<file path="config.mk">
export PLATFORM = sky130hd
export DESIGN_NAME = rxim_top
export DESIGN_NICKNAME = d
export VERILOG_FILES = /design/src/rtl/rxim_pkg.sv /design/src/rtl/rxim_cfg.sv /design/src/rtl/rxim_countdown.sv /design/src/rtl/rxim_top.sv
export SDC_FILE = /design/constraint.sdc
export NUM_CORES = 1
export LEC_CHECK = 0
export BUFFER_PORTS_ARGS = -buffer_cell sky130_fd_sc_hd__buf_2
export CORE_MARGIN = 3
export CORE_UTILIZATION = 51
export CTS_BUF_LIST = sky130_fd_sc_hd__clkbuf_8
export DETAILED_ROUTE_END_ITERATION = 16
export PLACE_DENSITY = 0.78
export SYNTH_ARGS = -nofsm -noshare
export SYNTH_HDL_FRONTEND = slang
export SYNTH_SLANG_ARGS = --single-unit
</file>
<file path="constraint.sdc">
create_clock -name clk -period 2.31 [get_ports clk]
set_input_delay 0.462 -clock clk [delete_from_list [all_inputs] [get_ports clk]]
set_output_delay 0.462 -clock clk [all_outputs]
set_load 0.03 [all_outputs]
</file>
<file path="src/rtl/rxim_pkg.sv">
package rxim_pkg;
   parameter int RXIM_CNT_W  = 16;
   parameter int RXIM_WORD_W = 32;
   parameter int RXIM_N_TMR  = 2;

   typedef enum logic [0:0] {
      TMR_GAP = 1'b0,
      TMR_ABS = 1'b1
   } rxim_tmr_e;
endpackage

</file>
<file path="src/rtl/rxim_cfg.sv">
module rxim_cfg #(
   parameter int WORD_W    = 32,
   parameter int CNT_W     = 16,
   parameter int FLUSH_BIT = WORD_W - 1
) (
   input  logic              clk,
   input  logic              rst_n,
   input  logic              gap_wr_en,
   input  logic [WORD_W-1:0] gap_wr_data,
   input  logic              abs_wr_en,
   input  logic [WORD_W-1:0] abs_wr_data,
   output logic [CNT_W-1:0]  gap_ival,
   output logic [CNT_W-1:0]  abs_ival,
   output logic              flush_pulse
);
   logic [CNT_W-1:0] gap_q, abs_q;
   logic             flush_q;
   logic             flush_hit;

   assign flush_hit = (gap_wr_en & gap_wr_data[FLUSH_BIT])
                    | (abs_wr_en & abs_wr_data[FLUSH_BIT]);

   always_ff @(posedge clk) begin
      if (!rst_n) begin
         gap_q   <= '0;
         abs_q   <= '0;
         flush_q <= 1'b0;
      end else begin
         if (gap_wr_en) gap_q <= gap_wr_data[CNT_W-1:0];
         if (abs_wr_en) abs_q <= abs_wr_data[CNT_W-1:0];
         flush_q <= flush_hit;
      end
   end

   assign gap_ival    = gap_q;
   assign abs_ival    = abs_q;
   assign flush_pulse = flush_q;
endmodule

</file>
<file path="src/rtl/rxim_countdown.sv">
module rxim_countdown #(
   parameter int CNT_W       = 16,
   parameter bit RELOAD_EACH = 1'b1
) (
   input  logic             clk,
   input  logic             rst_n,
   input  logic             en,
   input  logic             tick,
   input  logic             evt,
   input  logic             clr,
   input  logic [CNT_W-1:0] load_val,
   output logic             active,
   output logic [CNT_W-1:0] count,
   output logic             expire
);
   localparam logic [CNT_W-1:0] LAST = CNT_W'(1);

   logic             act_q;
   logic [CNT_W-1:0] cnt_q;
   logic             load_go;

   generate
      if (RELOAD_EACH) begin : g_restartable
         assign load_go = evt;
      end else begin : g_oneshot
         assign load_go = evt & (~act_q | clr);
      end
   endgenerate

   assign expire = act_q & en & tick & (cnt_q == LAST);

   always_ff @(posedge clk) begin
      if (!rst_n) begin
         act_q <= 1'b0;
         cnt_q <= '0;
      end else if (!en) begin
         act_q <= 1'b0;
      end else if (load_go) begin
         act_q <= 1'b1;
         cnt_q <= load_val;
      end else if (clr | expire) begin
         act_q <= 1'b0;
      end else if (act_q & tick) begin
         cnt_q <= cnt_q - LAST;
      end
   end

   assign active = act_q;
   assign count  = cnt_q;
endmodule

</file>
<file path="src/rtl/rxim_top.sv">
module rxim_top
   import rxim_pkg::*;
#(
   parameter int CNT_W  = RXIM_CNT_W,
   parameter int WORD_W = RXIM_WORD_W
) (
   input  logic              clk,
   input  logic              rst_n,
   input  logic              tick_us,
   input  logic              pkt_done,
   input  logic              small_pkt_evt,
   input  logic              dly_wr_en,
   input  logic [WORD_W-1:0] dly_wr_data,
   input  logic              abs_wr_en,
   input  logic [WORD_W-1:0] abs_wr_data,
   output logic              irq_pulse,
   output logic              flush_req
);
   localparam int FLUSH_BIT = WORD_W - 1;

   generate
      if (CNT_W < 1 || CNT_W >= WORD_W) begin : g_bad_width
         $error("rxim_top: CNT_W must be at least 1 and below WORD_W");
      end
   endgenerate

   logic [CNT_W-1:0] cfg_dly, cfg_abs;
   logic             dly_en, abs_en;
   logic             clr_all;
   logic             irq_q;

   logic [RXIM_N_TMR-1:0] tmr_en, tmr_act, tmr_exp;
   logic [CNT_W-1:0]      tmr_load [RXIM_N_TMR];
   logic [CNT_W-1:0]      tmr_cnt  [RXIM_N_TMR];

   rxim_cfg #(
      .WORD_W(WORD_W), .CNT_W(CNT_W), .FLUSH_BIT(FLUSH_BIT)
   ) u_cfg (
      .clk(clk), .rst_n(rst_n),
      .gap_wr_en(dly_wr_en), .gap_wr_data(dly_wr_data),
      .abs_wr_en(abs_wr_en), .abs_wr_data(abs_wr_data),
      .gap_ival(cfg_dly), .abs_ival(cfg_abs),
      .flush_pulse(flush_req)
   );

   assign dly_en  = (cfg_dly != '0);
   assign abs_en  = dly_en & (cfg_abs != '0);
   assign clr_all = small_pkt_evt | (|tmr_exp);

   assign tmr_en[TMR_GAP]   = dly_en;
   assign tmr_en[TMR_ABS]   = abs_en;
   assign tmr_load[TMR_GAP] = cfg_dly;
   assign tmr_load[TMR_ABS] = cfg_abs;

   generate
      for (genvar i = 0; i < RXIM_N_TMR; i++) begin : g_tmr
         rxim_countdown #(
            .CNT_W(CNT_W),
            .RELOAD_EACH(i == int'(TMR_GAP))
         ) u_cd (
            .clk(clk), .rst_n(rst_n),
            .en(tmr_en[i]), .tick(tick_us),
            .evt(pkt_done), .clr(clr_all),
            .load_val(tmr_load[i]),
            .active(tmr_act[i]), .count(tmr_cnt[i]),
            .expire(tmr_exp[i])
         );
      end
   endgenerate

   always_ff @(posedge clk) begin
      if (!rst_n) irq_q <= 1'b0;
      else        irq_q <= (|tmr_exp) | (pkt_done & ~dly_en);
   end

   assign irq_pulse = irq_q;
endmodule

</file>
---- Yosys cells after proc, flatten, opt, wreduce, memory -nomap -nowiden ----
Cells that the tools add are included.
storage, ports and cells
  register bits ........................... 68
cells by class
  add/subtract/negate cells ............... 2
  equality and inequality tests ........... 4
  mux-type cells .......................... 10
  bitwise operators ....................... 21
  reductions and logical operators ........ 11
operators by type and width
  kind                                                                     number
  16-bit two-way mux                                                       6
  16-bit by 1-bit == test with 1-bit output, second input constant         2
  16-bit nonzero test                                                      2
  16-bit by 1-bit subtractor with 16-bit output, second input constant     2
  1-bit AND                                                                13
  2-bit nonzero test                                                       4
  1-bit bitwise OR                                                         6
  3-bit AND reduction                                                      2
  1-bit two-way mux                                                        4
  2-bit AND reduction                                                      2
  2-bit by 1-bit inequality test with 1-bit output, second input constant  1
  2-bit inequality test, second input constant                             1
  1-bit inverter                                                           2
  2-bit OR reduction                                                       1

---- Depth between registers and ports, before layout ----
Gate-level depths: netlist (run 1).
  depth after elaboration ................. 11
  gate-level depth with buffers ........... 10
  mapped depth without buffers ............ 8

---- By module ----
A second synthesis (run 1) with hierarchy kept.
unflattened totals
  cells, all modules ...................... 426
  area, all modules ....................... 3772.4 um^2
by module, submodules not included
  module                           times used  cells each  area each (um^2)  seq. area each (um^2)
  rxim_cfg                         1           106         1268.7            660.6
  rxim_countdown at g_tmr[1].u_cd  1           152         1218.7            340.3
  rxim_countdown at g_tmr[0].u_cd  1           152         1169.9            340.3
  rxim_top                         1           16          115.1             20.0

---- Worst setup path before layout (run 1) ----
No wires, ideal clock.
  path type ............................... register to register
  from .................................... reg g_tmr[1].u_cd.cnt_q[7]
  to ...................................... reg g_tmr[1].u_cd.cnt_q[14]
  arrival time ............................ 2.013 ns
  setup slack ............................. 0.166 ns
  cell stages (with the launch flop) ...... 10
  path buffers ............................ 3
  clock period less this slack ............ 2.144 ns
  path through ............................ dfxtp_1 or4_1 buf_2 nor4_4 and3_1 buf_4 o31ai_4 o21ai_2 buf_2 o22ai_1
between the ends
  word-level cells in the longest chain between the ends .. 8
ends and longest elaborated chain
  item                                                                                                     line                  source
  start: declaration                                                                                       rxim_countdown.sv:19  logic [CNT_W-1:0] cnt_q;
  start signal: assignment                                                                                 rxim_countdown.sv:40  cnt_q <= load_val;
  start signal: assignment                                                                                 rxim_countdown.sv:44  cnt_q <= cnt_q - LAST;
  16-bit by 1-bit == test with 1-bit output                                                                rxim_countdown.sv:30  assign expire = act_q & en & tick & (cnt_q == LAST);
  1-bit AND                                                                                                rxim_countdown.sv:30
  2-bit OR reduction                                                                                       rxim_top.sv:48        assign clr_all = small_pkt_evt | (|tmr_exp);
  1-bit bitwise OR                                                                                         rxim_top.sv:48
  1-bit bitwise OR                                                                                         rxim_countdown.sv:26  assign load_go = evt & (~act_q | clr);
  1-bit AND                                                                                                rxim_countdown.sv:26
  2-bit by 1-bit inequality test with 1-bit output (no line) / 2-bit nonzero test (equally long branches)  n/a
  3-bit AND reduction (no line)                                                                            n/a
Parallel ways exist; a longest one is shown, timed or not. The select of a mux whose other input is x is not followed.
A chain may end at the register's enable or synchronous reset.

---- Worst setup path in the final report (run 1) ----
  from .................................... reg g_tmr[1].u_cd.cnt_q[10]
  to ...................................... reg g_tmr[1].u_cd.cnt_q[4]
between the ends
  word-level cells in the longest chain between the ends .. 8
ends and longest elaborated chain
  item                                                                                                     line
  16-bit by 1-bit == test with 1-bit output *                                                              rxim_countdown.sv:30
  1-bit AND *                                                                                              rxim_countdown.sv:30
  2-bit OR reduction                                                                                       rxim_top.sv:48
  1-bit bitwise OR                                                                                         rxim_top.sv:48
  1-bit bitwise OR                                                                                         rxim_countdown.sv:26
  1-bit AND                                                                                                rxim_countdown.sv:26
  2-bit by 1-bit inequality test with 1-bit output (no line) / 2-bit nonzero test (equally long branches)  n/a
  3-bit AND reduction (no line)                                                                            n/a
Every way passes the cells marked *; elsewhere a longest branch is shown, timed or not.

==> metrics.md, run 1 <==
| Metric | Value |
|---|---|
| Psw | `1.04 mW` |
| First-pass GRT wire length | `14,900 µm` |
| Number of global-route vias before repair | `3,043` |
| Post-Syn Area | `3440 µm²` |
| Async SR Flop Fraction | `0%` |
| Period utilization | `102%` |
| Clk_skew | `0.00782 ns` |
| Clock Path Buffers | `2` |
| Core Area | `6460 µm²` |
| Flops & latches, synth | `68` |
| IO Pins | `73` |
| Die area | `7770 µm²` |
| # diodes | `0` |
| Worst-case vdd ir drop | `0.640 mV` |
| Synth cell types | `54` |
| Area leader, netlist | `dfxtp_1` |
| CP cell instances | `or4_4 > nor4_4 > nand2_2 > o211a_1 > a311oi_1 > a211oi_2` |
| DRT Pass-1 Iters | `7` |
| Net Count, Synth | `474` |
| Yosys warnings | `0` |
| Final WL | `9540 µm` |
| Post-Synthesis Cells | `399` |
| XOR/XNOR share of the synthesized area | `0%` |
| Worst rel slew slack | `56.7%` |
| Final Hold Fails | `0` |
| Violated checks | `setup timing` |
| Top-area cell type share of the netlist area | `39.6%` |
| Clk slew on worst S/H paths | `0.08 ns` |
| Starting DRT DRC Count | `488` |
| Critical path endpoint category | `register` |
| Num CTS Buffers | `9` |
| Power density cells | `778 nW/µm²` |
| Largest net degree at the start of global routing | `31` |
| Seq/Total Area, Yosys | `39.6%` |
| Int Pwr | `2.20 mW` |
| Rows | `29` |
| Sequential power share | `42.0%` |
| Share of layout cells above drive strength 1 | `24.0%` |
| HP Class | `input pin to register` |
| Gpl congestion | `0.918` |
| P_leak | `1.77 nW` |
| Clock share of power | `31.4%` |
| Die span in y | `88.1 µm` |
| Hold path depth | `3` |
| Routed wire per std cell | `17.6 µm` |
| Skew-Pair Late Insertion Delay | `0.35 ns` |
| Worst path depth | `6` |
| Final core occ | `64.6%` |
| # DRC | `0` |
| Largest family of logic cells by synthesized area | `simple AND/OR/NAND/NOR gates` |
| Crit-path max cell delay | `0.56 ns` |
| Mean Syn Cell Area | `8.62 µm²` |
| Fin nets | `536` |
| Required time of the critical path | `2.53 ns` |
| Setup crit start kind | `register` |
| Area growth syn-to-layout | `21.3%` |
| Max Cap Violations | `0` |
| Starting Density | `53.3%` |
| Synth top cells by count | `dfxtp_1 (68), nor2_1 (59), mux2i_1 (45), a21oi_1 (19), nand2_1 (19)` |
| Setup slack after layout | `-0.0369 ns` |
| Status | `finished, violations left` |
| Post-Synth Simple-Gate Area | `22.0%` |
| Synth area leaders | `dfxtp_1 (40%), mux2i_1 (13%), nor2_1 (6.4%), a21oi_1 (2.8%), o22ai_1 (2.5%)` |
| Die Span X | `88.1 µm` |
| DP HPWL | `6490 µm` |
| Post-synthesis mux area share | `13.4%` |
| CTS tree | `done` |
| Crit path max fanout | `4` |
| Setup violators final | `6` |
| Synth Area in Adders | `1.45%` |
| Worst path bufs/invs | `0` |
| Cell family with most CP delay | `simple AND/OR/NAND/NOR gates` |
| H-tree Lvls | `3` |
| Critical path class | `register to register` |
| Routed Antenna Nets | `0` |
| I/O Buffers | `42` |
| Max Slew Vio Count | `0` |
| Critical path's slowest cell | `or4_4` |
| Initial antenna violation count | `0` |
| Cell count of the worst reg-to-reg path | `6` |
| Root Buffer | `clkbuf_8` |
| Worst Tran Pin Value | `0.649 ns` |
| Fillers | `541` |
| Hold slack final | `0.344 ns` |
| Switching share of power | `32.2%` |
| Comb power frac | `26.6%` |
| Clock sink total | `68` |
| Synth Area in Compound Gates | `19.2%` |
| Via count of the routed design | `3,446` |
| Post-synth EDFFs | `0` |
| Top_reg_cell synth | `dfxtp_1` |
| GRT Util Overall | `24.4%` |
| Total negative slack | `-0.0666 ns` |
| RSZ-0062 raised after global routing | `yes` |
| Most common cell in the synthesized netlist | `dfxtp_1` |
| Worst EP arrival | `2.57 ns` |
| Pwr Total | `3.25 mW` |
| Post-layout min period | `2.35 ns` |
| Vias per cell | `6.35` |
| Congestion Overflow GR | `0` |
| Highest Clock Rate | `426 MHz` |
| Post-Place Setup Slack | `0.0735 ns` |
==> path summary, 6_finish.rpt <==
path	startpoint	endpoint	slack, ns
hold reg to reg	g_tmr[1].u_cd.count[14]	g_tmr[1].u_cd.count[14]	0.46
hold / removal	dly_wr_data[7]	u_cfg.gap_ival[7]	0.34
setup / recovery	g_tmr[1].u_cd.count[10]	g_tmr[1].u_cd.count[4]	-0.04
setup reg to reg	g_tmr[1].u_cd.count[10]	g_tmr[1].u_cd.count[4]	-0.04
==> logic make-up (layout without fill, tap and decap cells) <==
family                     after synthesis  in the layout
DFF                                     68             68
AOI/OAI and AO/OA                       97             97
muxes                                   46             46
adders and majority gates                4              4
and+or+nand+nor                        150            150
buffers and inverters                   34            101
==> worst reg2reg max path, cell delays in order, from the launching register on <==
cell,delay (ns)
dfxtp_2,0.33
or4_4,0.56
nor4_4,0.39
nand2_2,0.15
o211a_1,0.31
a311oi_1,0.41
a211oi_2,0.09
==> power groups by stage <==
stage	Combinational, mW	Clock [mW]	Sequential, mW
final	0.863	1.02	1.36
after global routing	0.945	1.07	1.38
after CTS	0.790	1.02	1.36
after detailed placement	0.781	0	1.38
after global placement	0.752	0	1.38
after floorplan	0.545	0	1.37
==> flip-flops by register name, summed over array words and instances (netlist names) <==
name               count
u_cfg.gap_ival        16
u_cfg.flush_pulse      1
g_tmr.u_cd.active      2
u_cfg.abs_ival        16
irq_pulse              1
g_tmr.u_cd.count      32
==> what timing repair did <==
| action | CTS | global route |
|---|---|---|
| hold buffers | 0 | 0 |
| buffers inserted | 0 | 4 |
| gates resized for setup | 0 | 22 |
| hold endpoints to repair | 0 | 0 |
| endpoints found under the setup margin | 0 | 15 |
==> final cells by class <==
class	instances	area (µm²)	area share (%)
inverter	11	41.3	0.989
timing repair buffer	74	455	10.9
sequential	68	1360	32.7
clock inverter	5	51.3	1.23
tap	77	96.3	2.31
multi-input combinational	297	2020	48.3
clock buffer	11	151	3.63
==> metal layers <==
metal	global-route usage, %	wire length (µm)	vias up
met5	0	0	-
met4	10.4	227	0
met3	4.14	748	22
met2	36.4	4350	169
met1	34.6	4210	1637
li1	-	-	1618
==> placed cells by master, fill, tap and decap left out, types with 3 or more instances in the layout <==
cell type  count
nor2b_1        3
a32o_1         3
o21ai_0       16
o41ai_1        4
o31ai_1        6
a211oi_1       4
buf_2         43
nand3_1       10
nand4b_1       3
nor2_1        58
nor4_1        12
nand2_1       18
a22oi_1        4
inv_1         11
nand4_1        4
a31oi_1        5
buf_4         29
ha_1           4
or3_1          9
dfxtp_1       66
a21oi_1       18
o22ai_1       12
nor3_1        11
clkbuf_8      11
mux2i_1       44
==> per-stage QoR <==
stage | cells | area, µm²
2_1_floorplan | 399 | 3440
3_3_place_gp | 522 | 3840
3_5_place_dp | 522 | 3840
4_1_cts | 538 | 4050
5_1_grt | 543 | 4180
6_report | 543 | 4180
(Power assumes the default switching activity.)
==> run 2, diff against run 1 <==
Settings changed: ABC_AREA set to 1, CORE_UTILIZATION 51 to 52, PLACE_DENSITY 0.78 to 0.79, SETUP_SLACK_MARGIN set to 0.15.
==> run 2 against run 1 <==
The flow now finishes without violations. Global-route usage decreased by 2.5 points. Clock skew increased by 0.0016 ns. Via count up 6.8%. Setup slack better by 0.40 ns. Routed wire length is 8.0% lower. Hold slack got worse by 0.0082 ns. Register-to-register slack improved by 0.40 ns. Count of clock-buffer cells in the layout is 2 lower. Utilization decreased by 3.7 points. Critical endpoint is now g_tmr[0].u_cd.count[2]. Highest routed layer unchanged.
==> metrics.md, run 2 <==
| Metric | Value |
|---|---|
| Status | `finished, final reports clean` |
| H-tree Lvls | `3` |
| Total negative slack | `0 ns` |
| Synth top cells by count | `nand2_1 (139), nor2_1 (138), dfxtp_1 (68), inv_1 (53), o21ai_0 (52)` |
| P_leak | `2.09 nW` |
| Crit path max fanout | `23` |
| Highest Clock Rate | `513 MHz` |
| Non-Filler Instances | `732` |
| Starting DRT DRC Count | `209` |
| Vias per cell | `5.03` |
| Synth area leaders | `dfxtp_1 (36%), nand2_1 (14%), nor2_1 (14%), o21ai_0 (6.9%), inv_1 (5.3%)` |
| Clock Path Buffers | `2` |
| Yosys warnings | `0` |
| Rows | `30` |
| Crit-path max cell delay | `0.33 ns` |
| Cell family with most CP delay | `simple AND/OR/NAND/NOR gates` |
| Synth cell types | `32` |
| Worst path bufs/invs | `1` |
| Die span in y | `91.4 µm` |
| Worst Tran Pin Value | `0.589 ns` |
| Via count of the routed design | `3,680` |
| Die area | `8350 µm²` |
| First-pass GRT wire length | `14,900 µm` |
| DP HPWL | `6270 µm` |
| Post-Syn Area | `3790 µm²` |
| Die Span X | `91.4 µm` |
| Initial antenna violation count | `0` |
| Critical path endpoint category | `register` |
| Routed Antenna Nets | `0` |
| Routed wire per std cell | `12.0 µm` |
| Final WL | `8780 µm` |
| Post-synth EDFFs | `0` |
| Clk slew on worst S/H paths | `0.07 ns` |
| Flops & latches, synth | `68` |
| HP Class | `input pin to register` |
| Max reg flops | `32` |
| Setup violators final | `0` |
| Fillers | `658` |
| Worst rel slew slack | `60.7%` |
| Setup crit start kind | `register` |
| Post-Synthesis Cells | `593` |
| I/O Buffers | `42` |
| Post-Place Setup Slack | `0.353 ns` |
| Critical path class | `register to register` |
| Placed cell count | `714` |
| DRT Pass-1 Iters | `6` |
| Power density cells | `685 nW/µm²` |
| Final Hold Fails | `0` |
| Net Count, Synth | `668` |
| Critical path's slowest cell | `dfxtp_1` |
| Worst EP arrival | `2.18 ns` |
| R2r startpoint | `u_cfg.gap_ival[12]` |
| Required time of the critical path | `2.54 ns` |
| Max Cap Violations | `0` |
| Worst hold path endpoint | `u_cfg.gap_ival[0]` |
| Mean Syn Cell Area | `6.39 µm²` |
| Top-area cell type share of the netlist area | `35.9%` |
| Number of global-route vias before repair | `3,360` |
| Hold path depth | `3` |
| Clk_skew | `0.00942 ns` |
| IO Pins | `73` |
| GRT Util Overall | `21.8%` |
| Top_reg_cell synth | `dfxtp_1` |
| # DRC | `0` |
| Most frequent cells in the layout | `nand2_1 (139), nor2_1 (137), dfxtp_1 (68)` |
| Core Area | `6940 µm²` |
| Area leader, netlist | `dfxtp_1` |
| Worst path depth | `12` |
| # diodes | `0` |
| Seq/Total Area, Yosys | `35.9%` |
| Most common cell after layout, fill and taps aside | `nand2_1` |
| Max Slew Vio Count | `0` |
| Root Buffer | `clkbuf_8` |
| Most common cell in the synthesized netlist | `nand2_1` |
| Async SR Flop Fraction | `0%` |
| Worst-case vdd ir drop | `0.443 mV` |
| Hold_sp | `dly_wr_data[0]` |
| Num CTS Buffers | `9` |
| Congestion Overflow GR | `0` |
| RSZ-0062 raised after global routing | `no` |
| Area growth syn-to-layout | `11.7%` |
| Share of layout cells above drive strength 1 | `14.8%` |
| Cell count of the worst reg-to-reg path | `12` |
| Starting Density | `54.6%` |
| Skew-Pair Late Insertion Delay | `0.34 ns` |
| Period utilization | `84.3%` |
| CP cell instances | `nor2_1 > nand2_1 > nor2_2 > nand2_2 > nand3_2 > inv_2 > nor2_4 > nand2_4 > nand2_4 > nand3_4 > o21ai_0 > nor2_1` |
| CTS tree | `done` |
| Clock sink total | `68` |
| Hold_buf cts | `0` |
| Largest net degree at the start of global routing | `32` |
| R2r setup slk | `0.36 ns` |
| Gpl congestion | `0.864` |
| Reg-to-Reg End | `g_tmr[0].u_cd.count[2]` |
| Fin nets | `709` |
| Setup slack after layout | `0.362 ns` |
| Post-layout min period | `1.95 ns` |
[run 2: cell count changes in the layout (fill, tap and decap cells not counted), moves of 18 or more]
| cell | delta |
|---|---|
| mux2i_1 | -44 |
| o21ai_0 | +36 |
| buf_4 | -18 |
| nand2_1 | +121 |
| inv_1 | +43 |
| nor2_1 | +79 |
[run 2: kinds of logic (layout without fill, tap and decap cells)]
group                    Yosys count  after routing  share of synthesized area [%]
flip-flops                        68             68                           35.9
adder cells (fa/ha/maj)            4              4                           1.32
XOR/XNOR                          16             16                           3.70
buffers and inverters             82            125                           9.58
AO/OA/AOI/OAI                     87             87                           11.9
AND/OR/NAND/NOR                  336            336                           37.6
[run 2: per-layer routing]
metal  up-vias  track usage [%]  wire, µm
met3         8             5.30       521
met2       100             34.4      3830
met1      1633             30.0      4350
li1       1939                -         -
met5         -                0         0
met4         0             5.40        80
[run 2: how the worst max path moves through the flow]
| stage | start | endpoint | slack, ns |
|---|---|---|---|
| finish | u_cfg.gap_ival[12] | g_tmr[0].u_cd.count[2] | 0.36 |
| global route | u_cfg.gap_ival[4] | g_tmr[0].u_cd.count[0] | 0.15 |
| CTS | g_tmr[0].u_cd.count[0] | g_tmr[0].u_cd.count[14] | 0.30 |
| detailed placement | g_tmr[0].u_cd.count[0] | g_tmr[0].u_cd.count[14] | 0.35 |
| global placement | g_tmr[0].u_cd.count[0] | g_tmr[0].u_cd.count[14] | 0.40 |
| floorplan | g_tmr[0].u_cd.count[0] | g_tmr[0].u_cd.count[14] | 0.62 |
[run 2: tightest hold or removal path: cells and delay by family]
| family | cells | cell delay, ns |
|---|---|---|
| and+or+nand+nor | 2 | 0.11 |
| buffers and inverters | 1 | 0.07 |
[run 2: timing repair]
| action | in CTS | in global routing |
|---|---|---|
| buffers inserted | 0 | 5 |
| resized for setup | 0 | 2 |
| setup endpoints to repair | 0 | 3 |
| hold endpoints to repair | 0 | 0 |
[run 2: layout make-up]
type | count | area, µm² | area share, %
Tap cell | 96 | 120 | 2.84
Clock buffer | 9 | 124 | 2.93
Multi-Input combinational cell | 443 | 2070 | 49.0
Inverter | 58 | 218 | 5.15
Sequential cell | 68 | 1360 | 32.2
Timing Repair Buffer | 54 | 313 | 7.39
Clock inverter | 4 | 21.3 | 0.503
[run 2: per-stage QoR]
| stage | util (%) | total power, mW | hold slack, ns | instance area (µm²) |
|---|---|---|---|---|
| 5_1_grt | 60.9 | 3.10 | 0.331 | 4230 |
| 2_1_floorplan | - | 1.94 | 0.443 | 3790 |
| 4_1_cts | 60.3 | 2.89 | 0.327 | 4180 |
| 6_report | 60.9 | 2.90 | 0.335 | 4230 |
| 3_5_place_dp | 58.2 | 2.10 | 0.470 | 4040 |
| 3_3_place_gp | 58.2 | 2.08 | 0.462 | 4040 |
[run 2: power breakdown]
group	total [mW]	internal [mW]	switching, mW
logic	0.735	0.280	0.455
clock network	0.799	0.364	0.436
registers	1.37	1.28	0.0874
total	2.90	1.92	0.978
==> run 3, diff against run 2 <==
Clock period 2.31 ns to 1.6 ns, I/O delays scaled along.
==> run 3 against run 2 <==
Cell count is 16% higher. Largest power group unchanged. Sequential share of layout area down 7.5 points. Highest routed layer unchanged. The flow now finishes with violations (setup timing). Routed wire length grew 61%.
==> metrics.md, run 3 (same netlist as run 2, synthesis figures left out) <==
| Metric | Value |
|---|---|
| Status | `finished, violations left` |
| Violated checks | `setup timing` |
| Area growth syn-to-layout | `46.5%` |
| Rows | `30` |
| Skew-Pair Late Insertion Delay | `0.36 ns` |
| Max Slew Vio Count | `0` |
| Most Frequent Cell on Critical Path | `nor2_1` |
| Pwr Total | `5.32 mW` |
| Starting Density | `54.6%` |
| Max reg flops | `32` |
| Worst hold path endpoint | `u_cfg.abs_ival[8]` |
| Reg-to-Reg End | `g_tmr[1].u_cd.count[14]` |
| Initial antenna violation count | `0` |
| Die Span X | `91.4 µm` |
| Worst EP arrival | `2.38 ns` |
| Final Hold Fails | `0` |
| Highest Clock Rate | `471 MHz` |
| IO Pins | `73` |
| Starting DRT DRC Count | `533` |
| Die span in y | `91.4 µm` |
| Share of layout cells above drive strength 1 | `36.5%` |
| GRT Util Overall | `28.5%` |
| Setup violators final | `34` |
| # diodes | `0` |
| Gpl congestion | `0.868` |
| Hold_sp | `abs_wr_data[8]` |
| CP cell instances | `inv_1 > nand2_1 > nor2_1 > nand2_1 > nor2_2 > nand3_4 > inv_2 > nor2_4 > nand4_1 > nand3_4 > buf_12 > clkbuf_16 > nor2_1 > nor2_1` |
| I/O Buffers | `42` |
| Worst rel slew slack | `60.5%` |
| Core Area | `6940 µm²` |
| First-pass GRT wire length | `19,000 µm` |
| Period utilization | `133%` |
| CTS tree | `done` |
| DP HPWL | `7480 µm` |
| Hold path depth | `3` |
| Crit path max fanout | `7` |
| Number of global-route vias before repair | `4,094` |
| Clock Path Buffers | `2` |
| Most common cell after layout, fill and taps aside | `nand2_1` |
| Hold slack final | `0.176 ns` |
| Root Buffer | `clkbuf_8` |
| Storage element area | `1370 µm²` |
| Worst-case vdd ir drop | `0.734 mV` |
| Clock sink total | `68` |
| Largest net degree at the start of global routing | `33` |
| Post-layout min period | `2.12 ns` |
| Worst Tran Pin Value | `0.592 ns` |
| Fillers | `415` |
| # DRC | `0` |
| Fin nets | `821` |
| Die area | `8350 µm²` |
| Setup slack after layout | `-0.524 ns` |
| Congestion Overflow GR | `0` |
| Critical path endpoint category | `register` |
| Critical path's slowest cell | `dfxtp_1` |
| Clk slew on worst S/H paths | `0.08 ns` |
| Routed Antenna Nets | `0` |
| Final WL | `14,200 µm` |
| R2r startpoint | `g_tmr[0].u_cd.count[11]` |
| Vias per cell | `5.55` |
| Crit-path max cell delay | `0.37 ns` |
| DRT Pass-1 Iters | `5` |
| Via count of the routed design | `4,699` |
| Most frequent cells in the layout | `nand2_1 (128), nor2_1 (111), buf_4 (107)` |
| R2r setup slk | `-0.52 ns` |
| Critical path class | `register to register` |
| Max Cap Violations | `0` |
| Cell count of the worst reg-to-reg path | `14` |
| Routed wire per std cell | `16.8 µm` |
| P_leak | `2.70 nW` |
| Num CTS Buffers | `9` |
| Setup crit start kind | `register` |
| H-tree Lvls | `3` |
| Multi-input gate area | `2430 µm²` |
| Final core occ | `79.9%` |
| Power density cells | `958 nW/µm²` |
| RSZ-0062 raised after global routing | `yes` |
| Clk_skew | `0.0117 ns` |
| Required time of the critical path | `1.86 ns` |
| HP Class | `input pin to register` |
## run 3: per-layer routing
metal | vias to the layer above | GRT usage (%) | share of wire, %
li1 | 2176 | - | -
met1 | 2108 | 35.7 | 38
met2 | 323 | 47.1 | 46
met3 | 92 | 7.13 | 11
met4 | 0 | 10.7 | 5.1
met5 | - | 0 | 0
## run 3: metrics by stage
stage          area, µm²  setup WS, ns  cells  TNS (ns)
6_report            5550        -0.524    846    -13.41
5_1_grt             5550        -0.621    846    -17.02
4_1_cts             5200        -0.254    835     -6.28
3_5_place_dp        4840        -0.289    811     -6.35
3_3_place_gp        4840        -0.190    811     -4.08
2_1_floorplan       3850       0.00388    593         0
## run 3: cell type report
type | count | share of cell area [%]
Clock buffer | 9 | 2.23
Clock inverter | 6 | 1.19
Multi-Input combinational cell | 448 | 43.8
Sequential cell | 68 | 24.7
Inverter | 58 | 3.97
Tap cell | 96 | 2.16
Timing Repair Buffer | 161 | 22.0
## run 3: where the power goes
group	internal [mW]	switching, mW
Combinational	0.856	1.06
Clock	0.710	0.734
Sequential	1.85	0.109
Total	3.41	1.90
## run 3: worst max-delay path by stage
stage | depth (start not counted) | endpoint | slack [ns] | startpoint
after floorplan | 15 | g_tmr[1].u_cd.count[0] | 0.004 | g_tmr[0].u_cd.count[1]
after global placement | 12 | g_tmr[0].u_cd.count[0] | -0.19 | u_cfg.gap_ival[8]
after detailed placement | 14 | g_tmr[1].u_cd.count[2] | -0.29 | g_tmr[1].u_cd.count[1]
after CTS | 14 | g_tmr[1].u_cd.count[0] | -0.25 | g_tmr[1].u_cd.count[1]
after global routing | 14 | g_tmr[1].u_cd.count[14] | -0.62 | g_tmr[0].u_cd.count[11]
final | 14 | g_tmr[1].u_cd.count[14] | -0.52 | g_tmr[0].u_cd.count[11]
## run 3: timing repair
action / CTS / global route
gates cloned: 6 / 3
pin swaps: 13 / 18
hold buffers: 0 / 0
resized for setup: 22 / 60
setup endpoints to repair: 33 / 35
buffers inserted: 3 / 8
## run 3: critical path, delay by kind of cell, from the launching register on
| family | cells | cell delay, ns |
|---|---|---|
| flip-flops | 1 | 0.37 |
| AND/OR/NAND/NOR | 10 | 1.09 |
| buffers and inverters | 4 | 0.54 |
